$ cat src/rtl/pal_pkg.sv
package pal_pkg;

    localparam int WORD_W = 16;
    localparam int CH_W   = 4;
    localparam int IDX_W  = 8;
    localparam int RGB_W  = 3 * CH_W;
    localparam int DEPTH  = 1 << IDX_W;

    typedef enum logic [2:0] {
        PM_1BPP  = 3'd0,
        PM_2BPP  = 3'd1,
        PM_4BPP  = 3'd2,
        PM_8BPP  = 3'd3,
        PM_15BPP = 3'd4,
        PM_16BPP = 3'd5,
        PM_ALT6  = 3'd6,
        PM_ALT7  = 3'd7
    } pix_mode_e;

    typedef enum logic [1:0] {
        OV_PASS   = 2'd0,
        OV_INVERT = 2'd1,
        OV_COLOR0 = 2'd2,
        OV_COLOR1 = 2'd3
    } ovl_e;

    typedef struct packed {
        logic             valid;
        logic [IDX_W-1:0] idx;
        logic             bypass;
        logic             mono;
        ovl_e             ovl;
        logic [RGB_W-1:0] direct;
    } stage_t;

    function automatic logic [IDX_W-1:0] unpack_index(
        input logic [WORD_W-1:0] w, input logic [3:0] slot, input pix_mode_e m);
        logic [WORD_W-1:0] s;
        logic [IDX_W-1:0]  r;
        r = '0;
        s = '0;
        case (m)
            PM_1BPP: begin s = w << slot;                 r = IDX_W'(s[15]);    end
            PM_2BPP: begin s = w << {slot[2:0], 1'b0};    r = IDX_W'(s[15:14]); end
            PM_4BPP: begin s = w << {slot[1:0], 2'b00};   r = IDX_W'(s[15:12]); end
            PM_8BPP: begin s = w << {slot[0], 3'b000};    r = IDX_W'(s[15:8]);  end
            default: r = '0;
        endcase
        return r;
    endfunction

    function automatic logic [RGB_W-1:0] direct_rgb(
        input logic [WORD_W-1:0] w, input pix_mode_e m);
        if (m == PM_15BPP)
            return {w[14:11], w[9:6], w[4:1]};
        return {w[15:12], w[10:7], w[4:1]};
    endfunction

endpackage

$ cat src/rtl/pal_unpack.sv
module pal_unpack
    import pal_pkg::*;
(
    input  logic              valid,
    input  logic [WORD_W-1:0] word,
    input  logic [3:0]        slot,
    input  pix_mode_e         mode,
    input  logic              mono,
    input  ovl_e              ovl,
    output stage_t            st
);
    always_comb begin
        st.valid  = valid;
        st.bypass = (mode >= PM_15BPP);
        st.idx    = unpack_index(word, slot, mode);
        st.direct = direct_rgb(word, mode);
        st.mono   = mono;
        st.ovl    = ovl;
    end
endmodule

$ cat src/rtl/pal_tables.sv
module pal_tables
    import pal_pkg::*;
(
    input  logic             clk,
    input  logic             rst,
    input  logic             wr_en,
    input  logic [1:0]       wr_tbl,
    input  logic [IDX_W-1:0] wr_idx,
    input  logic [RGB_W-1:0] wr_data,
    input  logic [IDX_W-1:0] rd_idx,
    output logic [RGB_W-1:0] rd_rgb,
    output logic [RGB_W-1:0] color0,
    output logic [RGB_W-1:0] color1
);
    localparam int NTBL = 3;

    for (genvar t = 0; t < NTBL; t++) begin : g_tbl
        logic [CH_W-1:0] mem [DEPTH];
        always_ff @(posedge clk) begin
            if (wr_en && wr_tbl == 2'(t))
                mem[wr_idx] <= wr_data[CH_W-1:0];
        end
        assign rd_rgb[(NTBL-1-t)*CH_W +: CH_W] = mem[rd_idx];
    end

    always_ff @(posedge clk) begin
        if (rst) begin
            color0 <= '0;
            color1 <= '1;
        end else if (wr_en && wr_tbl == 2'd3) begin
            if (wr_idx == IDX_W'(0)) color0 <= wr_data;
            if (wr_idx == IDX_W'(1)) color1 <= wr_data;
        end
    end

    // overlay colour load and ignored indices
    assert_color0_load_R10: assert property (@(posedge clk) disable iff (rst)
        (wr_en && wr_tbl == 2'd3 && wr_idx == '0) |=> color0 == $past(wr_data));
    assert_color_ignore_R10: assert property (@(posedge clk) disable iff (rst)
        (wr_en && wr_tbl == 2'd3 && wr_idx > IDX_W'(1)) |=> ($stable(color0) && $stable(color1)));
endmodule

$ cat src/rtl/pal_merge.sv
module pal_merge
    import pal_pkg::*;
(
    input  stage_t           st,
    input  logic [RGB_W-1:0] tbl_rgb,
    input  logic [RGB_W-1:0] color0,
    input  logic [RGB_W-1:0] color1,
    output logic [RGB_W-1:0] rgb
);
    logic [RGB_W-1:0] base;
    logic [CH_W-1:0]  gray;

    always_comb begin
        base = st.bypass ? st.direct : tbl_rgb;
        gray = base[CH_W +: CH_W];
        if (st.mono)
            base = {gray, gray, gray};
        case (st.ovl)
            OV_PASS:   rgb = base;
            OV_INVERT: rgb = ~base;
            OV_COLOR0: rgb = color0;
            default:   rgb = color1;
        endcase
        if (!st.valid)
            rgb = '0;
    end
endmodule

$ cat src/rtl/pal_lookup_merge.sv
module pal_lookup_merge
    import pal_pkg::*;
(
    input  logic              clk,
    input  logic              rst,
    input  logic              in_valid,
    input  logic [WORD_W-1:0] in_word,
    input  logic [3:0]        in_slot,
    input  logic [2:0]        in_mode,
    input  logic              in_mono,
    input  logic [1:0]        in_ovl,
    input  logic              wr_en,
    input  logic [1:0]        wr_tbl,
    input  logic [IDX_W-1:0]  wr_idx,
    input  logic [RGB_W-1:0]  wr_data,
    output logic              out_valid,
    output logic [RGB_W-1:0]  out_rgb
);
    stage_t           st_next, st1;
    logic [RGB_W-1:0] tbl_rgb, color0, color1, merged;

    pal_unpack u_unpack (
        .valid (in_valid),
        .word  (in_word),
        .slot  (in_slot),
        .mode  (pix_mode_e'(in_mode)),
        .mono  (in_mono),
        .ovl   (ovl_e'(in_ovl)),
        .st    (st_next)
    );

    always_ff @(posedge clk) begin
        if (rst) st1 <= '0;
        else     st1 <= st_next;
    end

    pal_tables u_tables (
        .clk     (clk),
        .rst     (rst),
        .wr_en   (wr_en),
        .wr_tbl  (wr_tbl),
        .wr_idx  (wr_idx),
        .wr_data (wr_data),
        .rd_idx  (st1.idx),
        .rd_rgb  (tbl_rgb),
        .color0  (color0),
        .color1  (color1)
    );

    pal_merge u_merge (
        .st      (st1),
        .tbl_rgb (tbl_rgb),
        .color0  (color0),
        .color1  (color1),
        .rgb     (merged)
    );

    always_ff @(posedge clk) begin
        if (rst) begin
            out_valid <= 1'b0;
            out_rgb   <= '0;
        end else begin
            out_valid <= st1.valid;
            out_rgb   <= merged;
        end
    end

    // valid strobe travels through both stages
    assert_stage1_valid_R1: assert property (@(posedge clk) disable iff (rst)
        in_valid |=> st1.valid);
    assert_out_valid_R1: assert property (@(posedge clk) disable iff (rst)
        st1.valid |=> out_valid);
    assert_out_idle_R1: assert property (@(posedge clk) disable iff (rst)
        !st1.valid |=> !out_valid);
    // idle output is zero
    assert_idle_zero_R2: assert property (@(posedge clk) disable iff (rst)
        !out_valid |-> out_rgb == '0);
    // forced colour uses the pre-edge overlay colour
    assert_force_color0_R9: assert property (@(posedge clk) disable iff (rst)
        (st1.valid && st1.ovl == OV_COLOR0) |=> out_rgb == $past(color0));
    // high-colour pass-through
    assert_bypass_R5: assert property (@(posedge clk) disable iff (rst)
        (st1.valid && st1.ovl == OV_PASS && st1.bypass && !st1.mono)
        |=> out_rgb == $past(st1.direct));
endmodule

$ cat config.mk
export PLATFORM = sky130hd
export DESIGN_NAME = pal_lookup_merge
export DESIGN_NICKNAME = d
export VERILOG_FILES = /design/src/rtl/pal_pkg.sv /design/src/rtl/pal_unpack.sv /design/src/rtl/pal_tables.sv /design/src/rtl/pal_merge.sv /design/src/rtl/pal_lookup_merge.sv
export SDC_FILE = /design/constraint.sdc
export NUM_CORES = 2
export LEC_CHECK = 0
export ABC_AREA = 1
export BUFFER_PORTS_ARGS = -buffer_cell sky130_fd_sc_hd__buf_2
export CELL_PAD_IN_SITES_DETAIL_PLACEMENT = 0
export CELL_PAD_IN_SITES_GLOBAL_PLACEMENT = 1
export CORE_UTILIZATION = 35
export CTS_BUF_LIST = sky130_fd_sc_hd__clkbuf_8
export CTS_CLUSTER_SIZE = 10
export DETAILED_ROUTE_END_ITERATION = 8
export PLACE_DENSITY = 0.67
export SETUP_SLACK_MARGIN = 0.1
export SLEW_MARGIN = 10
export SYNTH_ARGS = -nofsm -noshare
export SYNTH_HDL_FRONTEND = slang
export SYNTH_SLANG_ARGS = --single-unit
export TNS_END_PERCENT = 10
$ cat constraint.sdc
create_clock -name clk -period 2.8 [get_ports clk]
set_input_delay 0.56 -clock clk [delete_from_list [all_inputs] [get_ports clk]]
set_output_delay 0.56 -clock clk [all_outputs]
set_load 0.005 [all_outputs]
==> impl_metrics.csv <==
group,metric,value,unit
synthesis,synth_cells,11500,
final_layout,syn_to_final_growth,20.1,%
setup_path,worst-path-buf-inv,5,
synthesis,synth_nets,11600,
timing,finClkSkew,0.0651,ns
status,status,"complete, but fails checks",
power_and_ir_drop,pwr-share-comb,6.5,%
timing,final_max_slew_viol_count,0,
detailed_routing,wirelength,411000,um
place,dp_hpwl,263000,um
floorplan,rows,223,
power_and_ir_drop,seq_power_share,54.0,%
setup_path,path_cells,"clkinv_16, buf_16, buf_4, clkbuf_16, nand3_1, nand3_1, nand3_1, nand3_2, nand3_1, nand3_2, nand3_1, buf_6, nand3_4, nand2_2, nand2_1, nand3_2, nand2_1, nor2_1, nor2_1",
timing,fmaxAchievable,317,MHz
floorplan,dieArea,373000,um^2
timing,worstMarginPinSlew,0.990,ns
global_routing,antenna_found_initial,20,
setup_path,crit_path_start_kind,"register",
global_routing,grt_pass1_wl,600000,um
timing,fin_ws,-0.352,ns
clock_tree,clk_root_buffer_cell,"clkbuf_8",
final_layout,layout_commonest_cell,"nand2_1",
detailed_routing,vias,92700,
place,io_buffers,64,
setup_path,crit_path_max_incr_delay,0.52,ns
final_layout,drive_gt1_share,15.8,%
synthesis,synthDistinctLibCells,28,
synthesis,seq_area_frac_synth,72.0,%
setup_path,worst_setup_path_end_kind,"register",
hold_path,min_path_type,"in -> reg",
synthesis,yosysWarnings,0,
final_layout,most-common-layout-cells,"nand2_1, edfxtp_1, nand3_1, nor2_1, buf_4",
setup_path,crit_top_cell,"nand3_1",
global_routing,grt.overflow.total,0,
power_and_ir_drop,powerDensity,613,nW/um^2
clock_tree,cts_sinks,3134,
timing,holdWs,0.116,ns
clock_tree,path_clk_slew,0.06,ns
synthesis,synthTopCellsByArea,"edfxtp_1, nand3_1, nand2_1",
power_and_ir_drop,pwr-share-clk,39.5,%
final_layout,final_area,156000,um^2
detailed_routing,antenna_left,0,
final_layout,nFillCells,34500,
clock_tree,clk_path_buf_depth,4,
timing,hold_viol,0,
setup_path,cp_max_fo,16,
floorplan,die_h,611,um
setup_path,worstRegToRegCells,19,
global_routing,grt_pass1_vias,91300,
place,placed_area,142000,um^2
synthesis,yosysTopAreaCell,"edfxtp_1",
timing,setup_violations,12,
floorplan,start_util,35.2,%
setup_path,cp.depth,19,
detailed_routing,routed_via_density,5.25,
setup_path,reg2reg_to,"out_rgb[2]",
power_and_ir_drop,intPower,0.0724,W
setup_path,setup.worst_path.end,"out_rgb[2]",
floorplan,die_w,611,um
global_routing,grt_max_degree,123,
power_and_ir_drop,switching_share,24.2,%
power_and_ir_drop,power.static_leakage,55.0,nW
clock_tree,cts_tree,"yes",
floorplan,ios,65,
clock_tree,cts_inserted_buffers,526,
clock_tree,cts_htree_levels,6,
timing,rsz0062_at_grt,"true",
synthesis,netlist_area,130000,um^2
detailed_routing,wl_per_cell,23.3,um
clock_tree,clk_latency,1.17,ns
power_and_ir_drop,p_switching,0.0231,W
detailed_routing,drc,0,
setup_path,crit_type,"reg -> reg",
timing,period_share,113,%
setup_path,reg2reg_setup_slack,-0.35,ns
setup_path,required,3.84,ns
synthesis,synth_seq_cells,3134,
floorplan,coreArea,369000,um^2
detailed_routing,firstDrtPassIters,7,
timing,min_period,3.15,ns
timing,slew_headroom,33.9,%
setup_path,cp.arrival,4.19,ns
setup_path,crit_path_top_delay_cell,"dfxtp_4",
job,maxCapViolations,0,
synthesis,avgSynthCellArea,11.3,um^2
place,place_congestion,0.900,
detailed_routing,drt_iter0_drc,10200,
global_routing,grtUsageTotal,21.4,%
final_layout,nets,12400,
power_and_ir_drop,irDropWorstVdd,479,uV
synthesis,synth_top_area_share,71.1,%
status,violations,"setup timing",
setup_path,cp_top_family,"simple AND/OR/NAND/NOR gates",
==> kinds of logic (layout without fill, tap and decap cells) <==
logic type	count (synthesis)	after routing	synth area share, %
DFF	3134	3134	72.0
and+or+nand+nor	7328	7328	24.1
AOI/OAI and AO/OA	170	170	0.706
buffers and inverters	880	2053	3.16
other	0	17	0
==> synth_stat cells (all sizes together) <==
cell / count
o22ai: 22
inv: 65
nand2: 3365
nor2: 934
buf: 544
nor4: 1
nor3: 3
a31oi: 5
a32o: 2
or2: 7
a21oi: 42
a41oi: 2
o21ai: 94
nand3: 3018
o211ai: 1
dfxtp: 62
clkbuf: 266
edfxtp: 3072
a311oi: 1
a311o: 1
clkinv: 5
==> worst min-delay path: stages <==
cell and delay [ns]:
buf_2 0.13, nand3_4 0.11, buf_12 0.18, nor2_1 0.12
==> layout make-up <==
class / count / area [um^2] / share of cell area, %
Clock buffer: 540 / 7430 / 4.77
Antenna cell: 17 / 42.5 / 0.0273
Timing Repair inverter: 3 / 28.8 / 0.0185
Timing Repair Buffer: 1076 / 12200 / 7.83
Tap cell: 4950 / 6190 / 3.97
Clock inverter: 364 / 2000 / 1.28
Multi-Input combinational cell: 7498 / 34200 / 21.9
Inverter: 70 / 323 / 0.207
Sequential cell: 3134 / 93500 / 60.0
==> flip-flops by register name, indices dropped and copies added (netlist names), named ones only <==
| name | cells |
|---|---|
| u_tables.color0 | 12 |
| out_valid | 1 |
| out_rgb | 12 |
| st1 | 17 |
| u_tables.color1 | 12 |
| u_tables.g_tbl.mem | 3072 |
==> per-stage QoR <==
| stage | instances | utilization [%] | setup TNS, ns | power (W) | worst slack, ns |
|---|---|---|---|---|---|
| floorplan | 11500 | - | 0 | 0.0550 | 0.674 |
| global placement | 16600 | 38.5 | -8.07 | 0.0581 | -0.890 |
| detailed placement | 16600 | 38.5 | -7.52 | 0.0581 | -0.830 |
| CTS | 17600 | 41.9 | -2.10 | 0.0960 | -0.222 |
| global route | 17600 | 42.2 | -4.02 | 0.0985 | -0.391 |
| finish | 17700 | 42.2 | -3.17 | 0.0955 | -0.352 |
==> worst min path at each step <==
stage                            start  depth (start not counted)                           end  slack, ns
finish                       wr_tbl[1]                          4  u_tables.g_tbl[2].mem[67][0]       0.12
global route               wr_data[11]                          4           u_tables.color1[11]        0.1
CTS                         wr_data[6]                          4            u_tables.color1[6]       0.02
detailed placement  u_tables.color1[3]                          2            u_tables.color1[3]       0.46
global placement    u_tables.color1[2]                          2            u_tables.color1[2]       0.45
floorplan           u_tables.color1[1]                          2            u_tables.color1[1]       0.44
==> routing by layer <==
layer / GRT usage (%) / up-vias / share of wire, % / wire (um)
met5: 0 / - / 0.010 / 41
met4: 7.94 / 6 / 3.4 / 13800
met3: 3.16 / 701 / 7.7 / 31800
met2: 34.7 / 3851 / 47 / 193000
met1: 29.2 / 45900 / 42 / 172000
li1: - / 42200 / - / -
==> what timing repair did <==
| action | in CTS | in global routing |
|---|---|---|
| pin swaps | 43 | 47 |
| resized for setup | 331 | 142 |
| hold buffers | 64 | 0 |
| setup buffers | 26 | 22 |
| gates cloned | 25 | 6 |
| endpoints found under the hold margin | 263 | 0 |
| endpoints found under the setup margin | 12 | 13 |
==> power by group through the flow <==
| stage | clock [W] | combinational, W | sequential, W |
|---|---|---|---|
| after CTS | 0.0384 | 0.00606 | 0.0516 |
| final | 0.0377 | 0.00621 | 0.0516 |
| after global routing | 0.0403 | 0.00663 | 0.0515 |
| after global placement | 0 | 0.00556 | 0.0525 |
| after floorplan | 0 | 0.00249 | 0.0525 |
| after detailed placement | 0 | 0.00558 | 0.0525 |
Power figures use the tool's default switching activity.
